**src/rtl/spinand_pkg.sv**
```systemverilog
package spinand_pkg;

  localparam logic [7:0] OP_NAND_WR      = 8'h08;
  localparam logic [7:0] OP_CFG_WR       = 8'h09;
  localparam logic [7:0] OP_NAND_RD      = 8'h0A;
  localparam logic [7:0] OP_NAND_RD_FAST = 8'h0B;
  localparam logic [7:0] OP_AUX_ON       = 8'h0C;
  localparam logic [7:0] OP_AUX_OFF      = 8'h0D;

  localparam int IDLE_W          = 3;
  localparam int IDLE_BYTES_NORM = 1;
  localparam int IDLE_BYTES_FAST = 4;

  localparam int CFG_FAN  = 4;
  localparam int CFG_ALE  = 5;
  localparam int CFG_CLE  = 6;
  localparam int CFG_CE_N = 7;

  typedef enum logic [2:0] {
    SQ_OPCODE,
    SQ_WRITE,
    SQ_CONFIG,
    SQ_RDWAIT,
    SQ_RDATA,
    SQ_DISCARD
  } seq_state_e;

  typedef enum logic [1:0] {
    NP_IDLE,
    NP_WE_LOW,
    NP_WE_HOLD,
    NP_RE_LOW
  } nand_phase_e;

endpackage

```
**src/rtl/spinand_sync.sv**
```systemverilog
module spinand_sync #(
  parameter int               WIDTH   = 1,
  parameter int               STAGES  = 2,
  parameter logic [WIDTH-1:0] RST_VAL = '0
) (
  input  logic             clk,
  input  logic             rst,
  input  logic [WIDTH-1:0] d,
  output logic [WIDTH-1:0] q
);

  logic [STAGES-1:0][WIDTH-1:0] pipe;

  always_ff @(posedge clk) begin
    if (rst) begin
      for (int i = 0; i < STAGES; i++) pipe[i] <= RST_VAL;
    end else begin
      pipe[0] <= d;
      for (int i = 1; i < STAGES; i++) pipe[i] <= pipe[i-1];
    end
  end

  assign q = pipe[STAGES-1];

endmodule

```
**src/rtl/spinand_spi_link.sv**
```systemverilog
module spinand_spi_link #(
  parameter int SYNC_STAGES = 2
) (
  input  logic       clk,
  input  logic       rst,
  input  logic       sck,
  input  logic       cs_n,
  input  logic       mosi,
  input  logic       tx_load,
  input  logic [7:0] tx_word,
  output logic       miso,
  output logic       frame_idle,
  output logic       byte_stb,
  output logic [7:0] rx_byte
);

  logic       sck_s, cs_s, mosi_s;
  logic       sck_q;
  logic       sck_rise, sck_fall;
  logic [2:0] bit_cnt;
  logic [6:0] rx_sh;
  logic [7:0] tx_sh;

  spinand_sync #(
    .WIDTH  (3),
    .STAGES (SYNC_STAGES),
    .RST_VAL(3'b010)
  ) u_sync (
    .clk(clk),
    .rst(rst),
    .d  ({sck, cs_n, mosi}),
    .q  ({sck_s, cs_s, mosi_s})
  );

  always_ff @(posedge clk) begin
    if (rst) sck_q <= 1'b0;
    else     sck_q <= sck_s;
  end

  assign sck_rise = sck_s & ~sck_q;
  assign sck_fall = ~sck_s & sck_q;

  // Frame release has priority over any edge seen in the same cycle.
  always_ff @(posedge clk) begin
    if (rst || cs_s) begin
      bit_cnt <= '0;
      rx_sh   <= '0;
      tx_sh   <= '0;
    end else begin
      if (sck_rise) begin
        rx_sh   <= {rx_sh[5:0], mosi_s};
        bit_cnt <= bit_cnt + 3'd1;
      end
      if (tx_load) tx_sh <= tx_word;
      else if (sck_fall && bit_cnt != 3'd0) tx_sh <= {tx_sh[6:0], 1'b0};
    end
  end

  assign byte_stb   = sck_rise & ~cs_s & (bit_cnt == 3'd7);
  assign rx_byte    = {rx_sh, mosi_s};
  assign miso       = tx_sh[7];
  assign frame_idle = cs_s;

endmodule

```
**src/rtl/spinand_nand_port.sv**
```systemverilog
module spinand_nand_port
  import spinand_pkg::*;
#(
  parameter int STROBE_CLKS = 2
) (
  input  logic       clk,
  input  logic       rst,
  input  logic       wr_req,
  input  logic [7:0] wr_byte,
  input  logic       rd_req,
  input  logic [7:0] nand_din,
  output logic [7:0] nand_dout,
  output logic       nand_doe,
  output logic       nand_we_n,
  output logic       nand_re_n,
  output logic [7:0] rd_byte
);

  localparam int CW = $clog2(STROBE_CLKS + 1);
  localparam logic [CW-1:0] CNT_START = CW'(STROBE_CLKS - 1);

  nand_phase_e      phase;
  logic [CW-1:0]    cnt;

  always_ff @(posedge clk) begin
    if (rst) begin
      phase     <= NP_IDLE;
      cnt       <= '0;
      nand_dout <= '0;
      nand_doe  <= 1'b0;
      nand_we_n <= 1'b1;
      nand_re_n <= 1'b1;
      rd_byte   <= '0;
    end else begin
      unique case (phase)
        NP_IDLE: begin
          if (wr_req) begin
            nand_dout <= wr_byte;
            nand_doe  <= 1'b1;
            nand_we_n <= 1'b0;
            cnt       <= CNT_START;
            phase     <= NP_WE_LOW;
          end else if (rd_req) begin
            nand_re_n <= 1'b0;
            cnt       <= CNT_START;
            phase     <= NP_RE_LOW;
          end
        end
        NP_WE_LOW: begin
          if (cnt == '0) begin
            nand_we_n <= 1'b1;
            phase     <= NP_WE_HOLD;
          end else begin
            cnt <= cnt - 1'b1;
          end
        end
        NP_WE_HOLD: begin
          nand_doe <= 1'b0;
          phase    <= NP_IDLE;
        end
        NP_RE_LOW: begin
          if (cnt == '0) begin
            nand_re_n <= 1'b1;
            rd_byte   <= nand_din;
            phase     <= NP_IDLE;
          end else begin
            cnt <= cnt - 1'b1;
          end
        end
        default: phase <= NP_IDLE;
      endcase
    end
  end

endmodule

```
**src/rtl/spinand_cmd_seq.sv**
```systemverilog
module spinand_cmd_seq
  import spinand_pkg::*;
#(
  parameter logic [7:0] CFG_RESET = 8'h80
) (
  input  logic       clk,
  input  logic       rst,
  input  logic       frame_idle,
  input  logic       byte_stb,
  input  logic [7:0] rx_byte,
  input  logic [7:0] rd_byte,
  output logic       tx_load,
  output logic [7:0] tx_word,
  output logic       wr_req,
  output logic [7:0] wr_byte,
  output logic       rd_req,
  output logic [7:0] cfg,
  output logic       aux_led
);

  seq_state_e        state;
  logic [7:0]        pend;
  logic              pend_v;
  logic [IDLE_W-1:0] idle_left;

  always_ff @(posedge clk) begin
    if (rst) begin
      state     <= SQ_OPCODE;
      cfg       <= CFG_RESET;
      aux_led   <= 1'b0;
      pend      <= '0;
      pend_v    <= 1'b0;
      idle_left <= '0;
      tx_load   <= 1'b0;
      tx_word   <= '0;
      wr_req    <= 1'b0;
      wr_byte   <= '0;
      rd_req    <= 1'b0;
    end else begin
      tx_load <= 1'b0;
      wr_req  <= 1'b0;
      rd_req  <= 1'b0;
      if (frame_idle) begin
        state  <= SQ_OPCODE;
        pend_v <= 1'b0;
      end else if (byte_stb) begin
        unique case (state)
          SQ_OPCODE: begin
            unique case (rx_byte)
              OP_NAND_WR: begin
                state  <= SQ_WRITE;
                pend_v <= 1'b0;
              end
              OP_CFG_WR: state <= SQ_CONFIG;
              OP_NAND_RD: begin
                rd_req    <= 1'b1;
                idle_left <= IDLE_W'(IDLE_BYTES_NORM);
                state     <= SQ_RDWAIT;
              end
              OP_NAND_RD_FAST: begin
                rd_req    <= 1'b1;
                idle_left <= IDLE_W'(IDLE_BYTES_FAST);
                state     <= SQ_RDWAIT;
              end
              OP_AUX_ON: begin
                aux_led <= 1'b1;
                state   <= SQ_DISCARD;
              end
              OP_AUX_OFF: begin
                aux_led <= 1'b0;
                state   <= SQ_DISCARD;
              end
              default: state <= SQ_DISCARD;
            endcase
          end
          SQ_WRITE: begin
            if (pend_v) begin
              wr_req  <= 1'b1;
              wr_byte <= pend;
            end
            pend   <= rx_byte;
            pend_v <= 1'b1;
          end
          SQ_CONFIG: cfg <= rx_byte;
          SQ_RDWAIT: begin
            if (idle_left == IDLE_W'(1)) begin
              tx_word <= rd_byte;
              tx_load <= 1'b1;
              rd_req  <= 1'b1;
              state   <= SQ_RDATA;
            end else begin
              idle_left <= idle_left - 1'b1;
            end
          end
          SQ_RDATA: begin
            tx_word <= rd_byte;
            tx_load <= 1'b1;
            rd_req  <= 1'b1;
          end
          default: ;
        endcase
      end
    end
  end

endmodule

```
**src/rtl/spinand_bridge.sv**
```systemverilog
module spinand_bridge
  import spinand_pkg::*;
#(
  parameter int         SYNC_STAGES = 2,
  parameter int         STROBE_CLKS = 2,
  parameter logic [7:0] CFG_RESET   = 8'h80
) (
  input  logic       clk,
  input  logic       rst,
  input  logic       spi_sck,
  input  logic       spi_cs_n,
  input  logic       spi_mosi,
  output logic       spi_miso,
  output logic [7:0] nand_dout,
  output logic       nand_doe,
  input  logic [7:0] nand_din,
  output logic       nand_we_n,
  output logic       nand_re_n,
  output logic       nand_ale,
  output logic       nand_cle,
  output logic       nand_ce_n,
  output logic [3:0] led_user,
  output logic       led_aux,
  output logic       fan_en
);

  logic       frame_idle, byte_stb, tx_load, wr_req, rd_req;
  logic [7:0] rx_byte, tx_word, wr_byte, rd_byte, cfg;

  spinand_spi_link #(
    .SYNC_STAGES(SYNC_STAGES)
  ) u_link (
    .clk       (clk),
    .rst       (rst),
    .sck       (spi_sck),
    .cs_n      (spi_cs_n),
    .mosi      (spi_mosi),
    .tx_load   (tx_load),
    .tx_word   (tx_word),
    .miso      (spi_miso),
    .frame_idle(frame_idle),
    .byte_stb  (byte_stb),
    .rx_byte   (rx_byte)
  );

  spinand_cmd_seq #(
    .CFG_RESET(CFG_RESET)
  ) u_seq (
    .clk       (clk),
    .rst       (rst),
    .frame_idle(frame_idle),
    .byte_stb  (byte_stb),
    .rx_byte   (rx_byte),
    .rd_byte   (rd_byte),
    .tx_load   (tx_load),
    .tx_word   (tx_word),
    .wr_req    (wr_req),
    .wr_byte   (wr_byte),
    .rd_req    (rd_req),
    .cfg       (cfg),
    .aux_led   (led_aux)
  );

  spinand_nand_port #(
    .STROBE_CLKS(STROBE_CLKS)
  ) u_port (
    .clk      (clk),
    .rst      (rst),
    .wr_req   (wr_req),
    .wr_byte  (wr_byte),
    .rd_req   (rd_req),
    .nand_din (nand_din),
    .nand_dout(nand_dout),
    .nand_doe (nand_doe),
    .nand_we_n(nand_we_n),
    .nand_re_n(nand_re_n),
    .rd_byte  (rd_byte)
  );

  assign led_user  = cfg[3:0];
  assign fan_en    = cfg[CFG_FAN];
  assign nand_ale  = cfg[CFG_ALE];
  assign nand_cle  = cfg[CFG_CLE];
  assign nand_ce_n = cfg[CFG_CE_N];

endmodule

```
**config.mk**
```make
export PLATFORM = sky130hd
export DESIGN_NAME = spinand_bridge
export DESIGN_NICKNAME = d
export VERILOG_FILES = /design/src/rtl/spinand_pkg.sv /design/src/rtl/spinand_sync.sv /design/src/rtl/spinand_spi_link.sv /design/src/rtl/spinand_nand_port.sv /design/src/rtl/spinand_cmd_seq.sv /design/src/rtl/spinand_bridge.sv
export SDC_FILE = /design/constraint.sdc
export NUM_CORES = 1
export LEC_CHECK = 0
export ABC_AREA = 1
export CAP_MARGIN = 20
export CORE_MARGIN = 2
export CORE_UTILIZATION = 48
export CTS_CLUSTER_DIAMETER = 150
export DETAILED_ROUTE_END_ITERATION = 8
export HOLD_SLACK_MARGIN = 0.05
export PLACE_DENSITY = 0.69
export SETUP_SLACK_MARGIN = 0.02
export SLEW_MARGIN = 25
export SYNTH_ARGS = -nofsm -noshare
export SYNTH_HDL_FRONTEND = slang
export SYNTH_SLANG_ARGS = --single-unit
```
**constraint.sdc**
```tcl
create_clock -name clk -period 2.1 [get_ports clk]
set_clock_uncertainty 0.2 [all_clocks]
set_input_delay 0.21 -clock clk [delete_from_list [all_inputs] [get_ports clk]]
set_output_delay 0.21 -clock clk [all_outputs]
set_load 0.01 [all_outputs]
```
==> out/qor.yml, run 1 <==
outcome:
  outcome: "completed"
logic_synthesis:
  synth_top_cells_by_area: "dfxtp_1 (50%), nand2_1 (8.2%), a21oi_1 (8.1%), o21ai_0 (7.2%), inv_1 (6.4%)"
  ys_seq_area_frac: 0.501
  yosysWarnings: 0
  synth.largest_area_cell: "dfxtp_1"
  async_flop_share: 0
  synth-edff-count: 0
  syn_nets: 493
  synth.cell_area_sq_um: 3630
  synth-seq-cells: 91
  synth_cell_types: 32
  yosysMostFrequentCell: "dfxtp_1"
  synth.top_cell.area_share: 0.501
  synth.avg_cell_area_sq_um: 7.67
  synthTopCellsByCount: "dfxtp_1 (91), nand2_1 (79), inv_1 (62)"
  syn_inst: 474
  synth_ff_type: "dfxtp_1"
floorplan:
  core-area_sq_um: 7290
  initial_core_util: 0.498
  rows: 31
  die_h_microns: 91.0
  num_io_pins: 34
  die_w_microns: 91.0
  die-area_sq_um: 8280
layout:
  diodes: 0
  stdcell_count: 615
  fin_nets: 530
  num-fill-cells: 708
  drive_gt1_frac: 0.0795
  area_growth_pct: 17.6
setup_path:
  r2r_setup_slack_ns: 0.23
  path_class: "flip-flop to flip-flop"
  worstPathRequired_ns: 2.15
  path_cells: "ha_1 > ha_1 > nand2_1 > nor2_8 > buf_4 > nand2_1 > nor2_1 > nand2_1 > nor2_1 > nor2_1"
  timing.critical_path.slowest_stage_cell: "dfxtp_1"
  startpoint_type: "flip-flop"
  max_stage_delay_ns: 0.34
  cp_top_family: "simple AND/OR/NAND/NOR gates"
  critPathBufInv: 1
  worst_ep_arrival_time_ns: 1.92
  endpoint_kind: "flip-flop"
  crit_fanout: 5
place:
  port_buffers: 33
  dp_cells: 596
  dp_hpwl_mm: 5.16
  place_congestion: 0.810
flow_run:
  cap_violations: 0
clocking:
  hold_buffers: 0
  cts_tree: "done"
  cts_sinks: 91
  cts_buffer_depth: 2
  cts.clk_slew.worst_paths_ns: 0.09
  clk_latency_ns: 0.35
  numCtsBuffers: 9
  htreeDepth: 3
  clock-root-buffer: "clkbuf_8"
timing:
  slew_violations: 0
  post-route-period-util: 0.890
  tightest_slew_ns: 0.482
  setup_viol: 0
  tns_ns: 0
  post-route-min-period_ns: 1.87
  max-slew-margin-rel: 0.679
  hold_violations: 0
  fmaxAchievable_ghz: 0.535
  rsz0062_at_grt: "no"
power_and_ir_drop:
  power_leakage_nw: 1.76
  power_density_nw_per_um2: 699
  vdd.ir_drop.worst_mv: 0.356
detailed_routing:
  drc: 0
  drt_iter0_drc: 161
  drt_pre_antenna_iters: 4
  drtAntennaViolNets: 0
  vias_per_cell: 4.90
  routedWlPerCell_microns: 11.9
  routed_wl_mm: 7.33
  vias: 3011
global_route:
  grtUsageTotal: 0.185
  grt_max_degree: 47
  overflow: 0
  grt_first_pass_wirelength_mm: 12.4
  grt_pass1_vias: 2785
  antenna_found_initial: 0
hold_path:
  hold_class: "input port to flip-flop"
stage by stage:
stage / total power, mW / hold slack (ns) / cell area [sq um] / util / setup WS [ns]
5_1_grt: 3.11 / 0.179 / 4270 / 0.586 / 0.0653
4_1_cts: 3.01 / 0.162 / 4250 / 0.582 / 0.119
6_report: 2.98 / 0.172 / 4270 / 0.586 / 0.232
2_1_floorplan: 1.90 / 0.114 / 3630 / - / 0.452
3_3_place_gp: 1.95 / 0.190 / 4070 / 0.557 / 0.198
3_5_place_dp: 1.96 / 0.201 / 4070 / 0.557 / 0.133
layout by cell type (no fill, tap or decap), drive strengths merged, types with 3 or more instances in the layout:
cell           count
clkbuf            11
nand2             82
clkinvlp           4
nor2              60
clkdlybuf4s50     33
dfxtp             91
or2                3
a21oi             59
inv               64
buf               11
ha                 6
o21ai             53
nand3             25
worst register-to-register path, cell delays in order, from the launching register on:
cell	delay, ns
dfxtp_1	0.34
ha_1	0.14
ha_1	0.13
nand2_1	0.12
nor2_8	0.19
buf_4	0.13
nand2_1	0.05
nor2_1	0.16
nand2_1	0.14
nor2_1	0.12
nor2_1	0.05
final cells by class:
type / count / area (sq um) / area share
Sequential cell: 91 / 1820 / 0.426
Tap cell: 99 / 124 / 0.0290
Clock inverter: 5 / 38.8 / 0.00908
Inverter: 65 / 246 / 0.0577
Clock buffer: 11 / 141 / 0.0331
Timing Repair Buffer: 44 / 425 / 0.0996
Multi-Input combinational cell: 300 / 1470 / 0.345
layer usage:
metal | track usage | wire length, microns | up-vias | share of wire
met4 | 0.0783 | 100 | 0 | 0.014
met3 | 0.0315 | 242 | 8 | 0.033
met1 | 0.239 | 3430 | 1369 | 0.47
met5 | 0 | 0 | - | 0
li1 | - | - | 1593 | -
met2 | 0.304 | 3560 | 41 | 0.49
flip-flops by register name, indices dropped and copies added, names as in the netlist, 2 cells and up:
| signal | flops |
|---|---|
| u_link.bit_cnt | 3 |
| u_link.rx_sh | 7 |
| u_link.tx_sh | 8 |
| u_link.u_sync.pipe | 3 |
| u_link.u_sync.q | 3 |
| u_port.cnt | 2 |
| u_port.nand_dout | 8 |
| u_port.phase | 2 |
| u_port.rd_byte | 8 |
| u_seq.cfg | 8 |
| u_seq.idle_left | 3 |
| u_seq.pend | 8 |
| u_seq.state | 3 |
| u_seq.tx_word | 8 |
| u_seq.wr_byte | 8 |
cells by family (layout without fill, tap and decap cells):
logic type / Yosys count / after routing / share of synthesized area
buffers and inverters: 83 / 125 / 0.0940
AND/OR/NAND/NOR: 174 / 174 / 0.212
flip-flops: 91 / 91 / 0.501
AO/OA/AOI/OAI: 120 / 120 / 0.172
adder cells (fa/ha/maj): 6 / 6 / 0.0207
path summary, 6_finish.rpt:
path	start	to	depth (start not counted)
worst max-delay path	u_link.bit_cnt[1]$_SDFFE_PP0N_	u_seq.idle_left[0]$_SDFFE_PP0P_	10
worst min-delay path	spi_mosi	u_link.u_sync.pipe[0]$_SDFF_PP0_	3
worst max register to register	u_link.bit_cnt[1]$_SDFFE_PP0N_	u_seq.idle_left[0]$_SDFFE_PP0P_	10
worst min register to register	u_link.u_sync.pipe[0]$_SDFF_PP0_	u_link.u_sync.q[0]$_SDFF_PP0_	2
where the power goes:
group	internal [mW]	switching, mW
sequential	1.75	0.0127
combinational	0.0625	0.0967
clock	0.465	0.602
timing repair:
action | 4_1_cts | 5_1_grt
gates resized for setup | 0 | 1
endpoints found under the setup margin | 0 | 14
buffers inserted | 0 | 3
(Power assumes the default switching activity.)
==> inputs of run 2 (changes only) <==
clock period = 1.8 ns   (was 2.1 ns; I/O delays follow)
==> run 2 against run 1 <==
Effect of this change:
- die area did not move
- design area rose by 2.3%
- global-route usage fell by 0.20 points
- flip-flop and latch count did not move
- register-to-register slack got worse by 0.15 ns
==> out/qor.yml, run 2 (synthesis results as in run 1) <==
outcome:
  outcome: "completed"
timing:
  tightest_slew_ns: 0.314
  holdWs_ns: 0.137
  rsz0062_at_grt: "yes"
  max-slew-margin-rel: 0.791
  hold_violations: 0
  tns_ns: 0
  post-route-period-util: 0.956
  post-route-min-period_ns: 1.72
  slew_violations: 0
  setup_viol: 0
  fmaxAchievable_ghz: 0.581
  worst_slack_ns: 0.0792
setup_path:
  worstPathRequired_ns: 1.85
  worstReg2RegEnd: "u_seq.pend[3]$_SDFFE_PP0P_"
  r2r-start: "u_link.bit_cnt[0]$_SDFFE_PP0N_"
  crit_fanout: 17
  endpoint_kind: "flip-flop"
  path_class: "flip-flop to flip-flop"
  r2r_setup_slack_ns: 0.08
  startpoint_type: "flip-flop"
  r2r_cells: 9
  worst_ep_arrival_time_ns: 1.77
place:
  dp_slack_ns: 0.0624
  port_buffers: 33
  place_congestion: 0.822
  dp_hpwl_mm: 5.12
detailed_routing:
  drt_iter0_drc: 138
  drtAntennaViolNets: 0
  routedWlPerCell_microns: 12.0
  drc: 0
  drt_pre_antenna_iters: 4
  vias: 3063
  routed_wl_mm: 7.46
  vias_per_cell: 4.94
floorplan:
  core-area_sq_um: 7290
  die-area_sq_um: 8280
  num_io_pins: 34
  die_w_microns: 91.0
  rows: 31
  initial_core_util: 0.498
  die_h_microns: 91.0
clocking:
  htreeDepth: 3
  clk_latency_ns: 0.36
  cts_tree: "done"
  cts_sinks: 91
  hold_buffers: 0
  cts.clk_slew.worst_paths_ns: 0.09
  numCtsBuffers: 9
  cts_buffer_depth: 2
  clock-root-buffer: "clkbuf_8"
layout:
  fin_nets: 535
  area_growth_pct: 20.3
  num-fill-cells: 695
  drive_gt1_frac: 0.102
  final_cell_mix: "dfxtp_1 (89), nand2_1 (77), inv_1 (61)"
  layout_commonest_cell: "dfxtp_1"
  diodes: 0
power_and_ir_drop:
  power_leakage_nw: 1.83
  power_density_nw_per_um2: 817
  total_power_mw: 3.57
  vdd.ir_drop.worst_mv: 0.462
hold_path:
  worstHoldStart: "spi_mosi"
  hold-path-endpoint: "u_link.u_sync.pipe[0]$_SDFF_PP0_"
  hold_class: "input port to flip-flop"
  hold_path_depth: 3
global_route:
  grt_max_degree: 43
  grt_first_pass_wirelength_mm: 12.3
  grtUsageTotal: 0.183
  grt_pass1_vias: 2831
  antenna_found_initial: 0
  overflow: 0
flow_run:
  cap_violations: 0
run 2: final cells by class:
type / count / area (sq um) / share of cell area
Multi-Input combinational cell: 300 / 1490 / 0.342
Sequential cell: 91 / 1820 / 0.417
Tap cell: 99 / 124 / 0.0283
Timing Repair Buffer: 49 / 488 / 0.112
Clock buffer: 11 / 151 / 0.0346
Clock inverter: 5 / 42.5 / 0.00973
Inverter: 65 / 246 / 0.0564
run 2: repair_timing:
item | CTS | global route
resized for setup | 1 | 9
cloned | 0 | 0
hold endpoints to repair | 0 | 0
endpoints found under the setup margin | 1 | 36
buffers inserted | 0 | 3
pin swaps | 0 | 1
run 2: power by group:
| part | internal, mW | switching (mW) |
|---|---|---|
| Clock | 0.592 | 0.738 |
| Combinational | 0.0731 | 0.114 |
| Sequential | 2.04 | 0.0151 |
| Total | 2.70 | 0.867 |
run 2: metrics by stage:
| stage | instance area [sq um] | instances | utilization |
|---|---|---|---|
| global placement | 4120 | 601 | 0.564 |
| global route | 4370 | 620 | 0.599 |
| CTS | 4310 | 617 | 0.591 |
| finish | 4370 | 620 | 0.599 |
| floorplan | 3630 | 474 | - |
| detailed placement | 4120 | 601 | 0.564 |
run 2: how the worst max path moves through the flow:
stage / startpoint / to / slack (ns) / cells past startpoint
after floorplan: u_link.bit_cnt[0]$_SDFFE_PP0N_ / u_seq.wr_byte[0]$_SDFFE_PP0P_ / 0.15 / 10
after global placement: u_link.bit_cnt[0]$_SDFFE_PP0N_ / u_seq.cfg[2]$_SDFFE_PP0P_ / 0.10 / 8
after detailed placement: u_link.bit_cnt[0]$_SDFFE_PP0N_ / u_seq.cfg[3]$_SDFFE_PP0P_ / 0.06 / 8
after CTS: u_link.bit_cnt[0]$_SDFFE_PP0N_ / u_seq.cfg[3]$_SDFFE_PP0P_ / 0.04 / 8
after global routing: u_link.bit_cnt[0]$_SDFFE_PP0N_ / u_seq.wr_byte[0]$_SDFFE_PP0P_ / 0.02 / 10
final: u_link.bit_cnt[0]$_SDFFE_PP0N_ / u_seq.pend[3]$_SDFFE_PP0P_ / 0.08 / 9
run 2: per-layer routing:
layer | up-vias | part of all wire | global-route usage
li1 | 1601 | - | -
met1 | 1398 | 0.47 | 0.222
met2 | 54 | 0.48 | 0.312
met3 | 10 | 0.041 | 0.0440
met4 | 0 | 0.017 | 0.0682
met5 | - | 0 | 0
run 2: worst max-delay path, cell delays in order (launching register included):
cell and delay (ns):
dfxtp_2 0.33, ha_1 0.19, ha_1 0.19, nand2_2 0.12, nor2_8 0.05, inv_4 0.09, nor2_8 0.04, buf_12 0.14
o21ai_1 0.21, a21oi_2 0.06
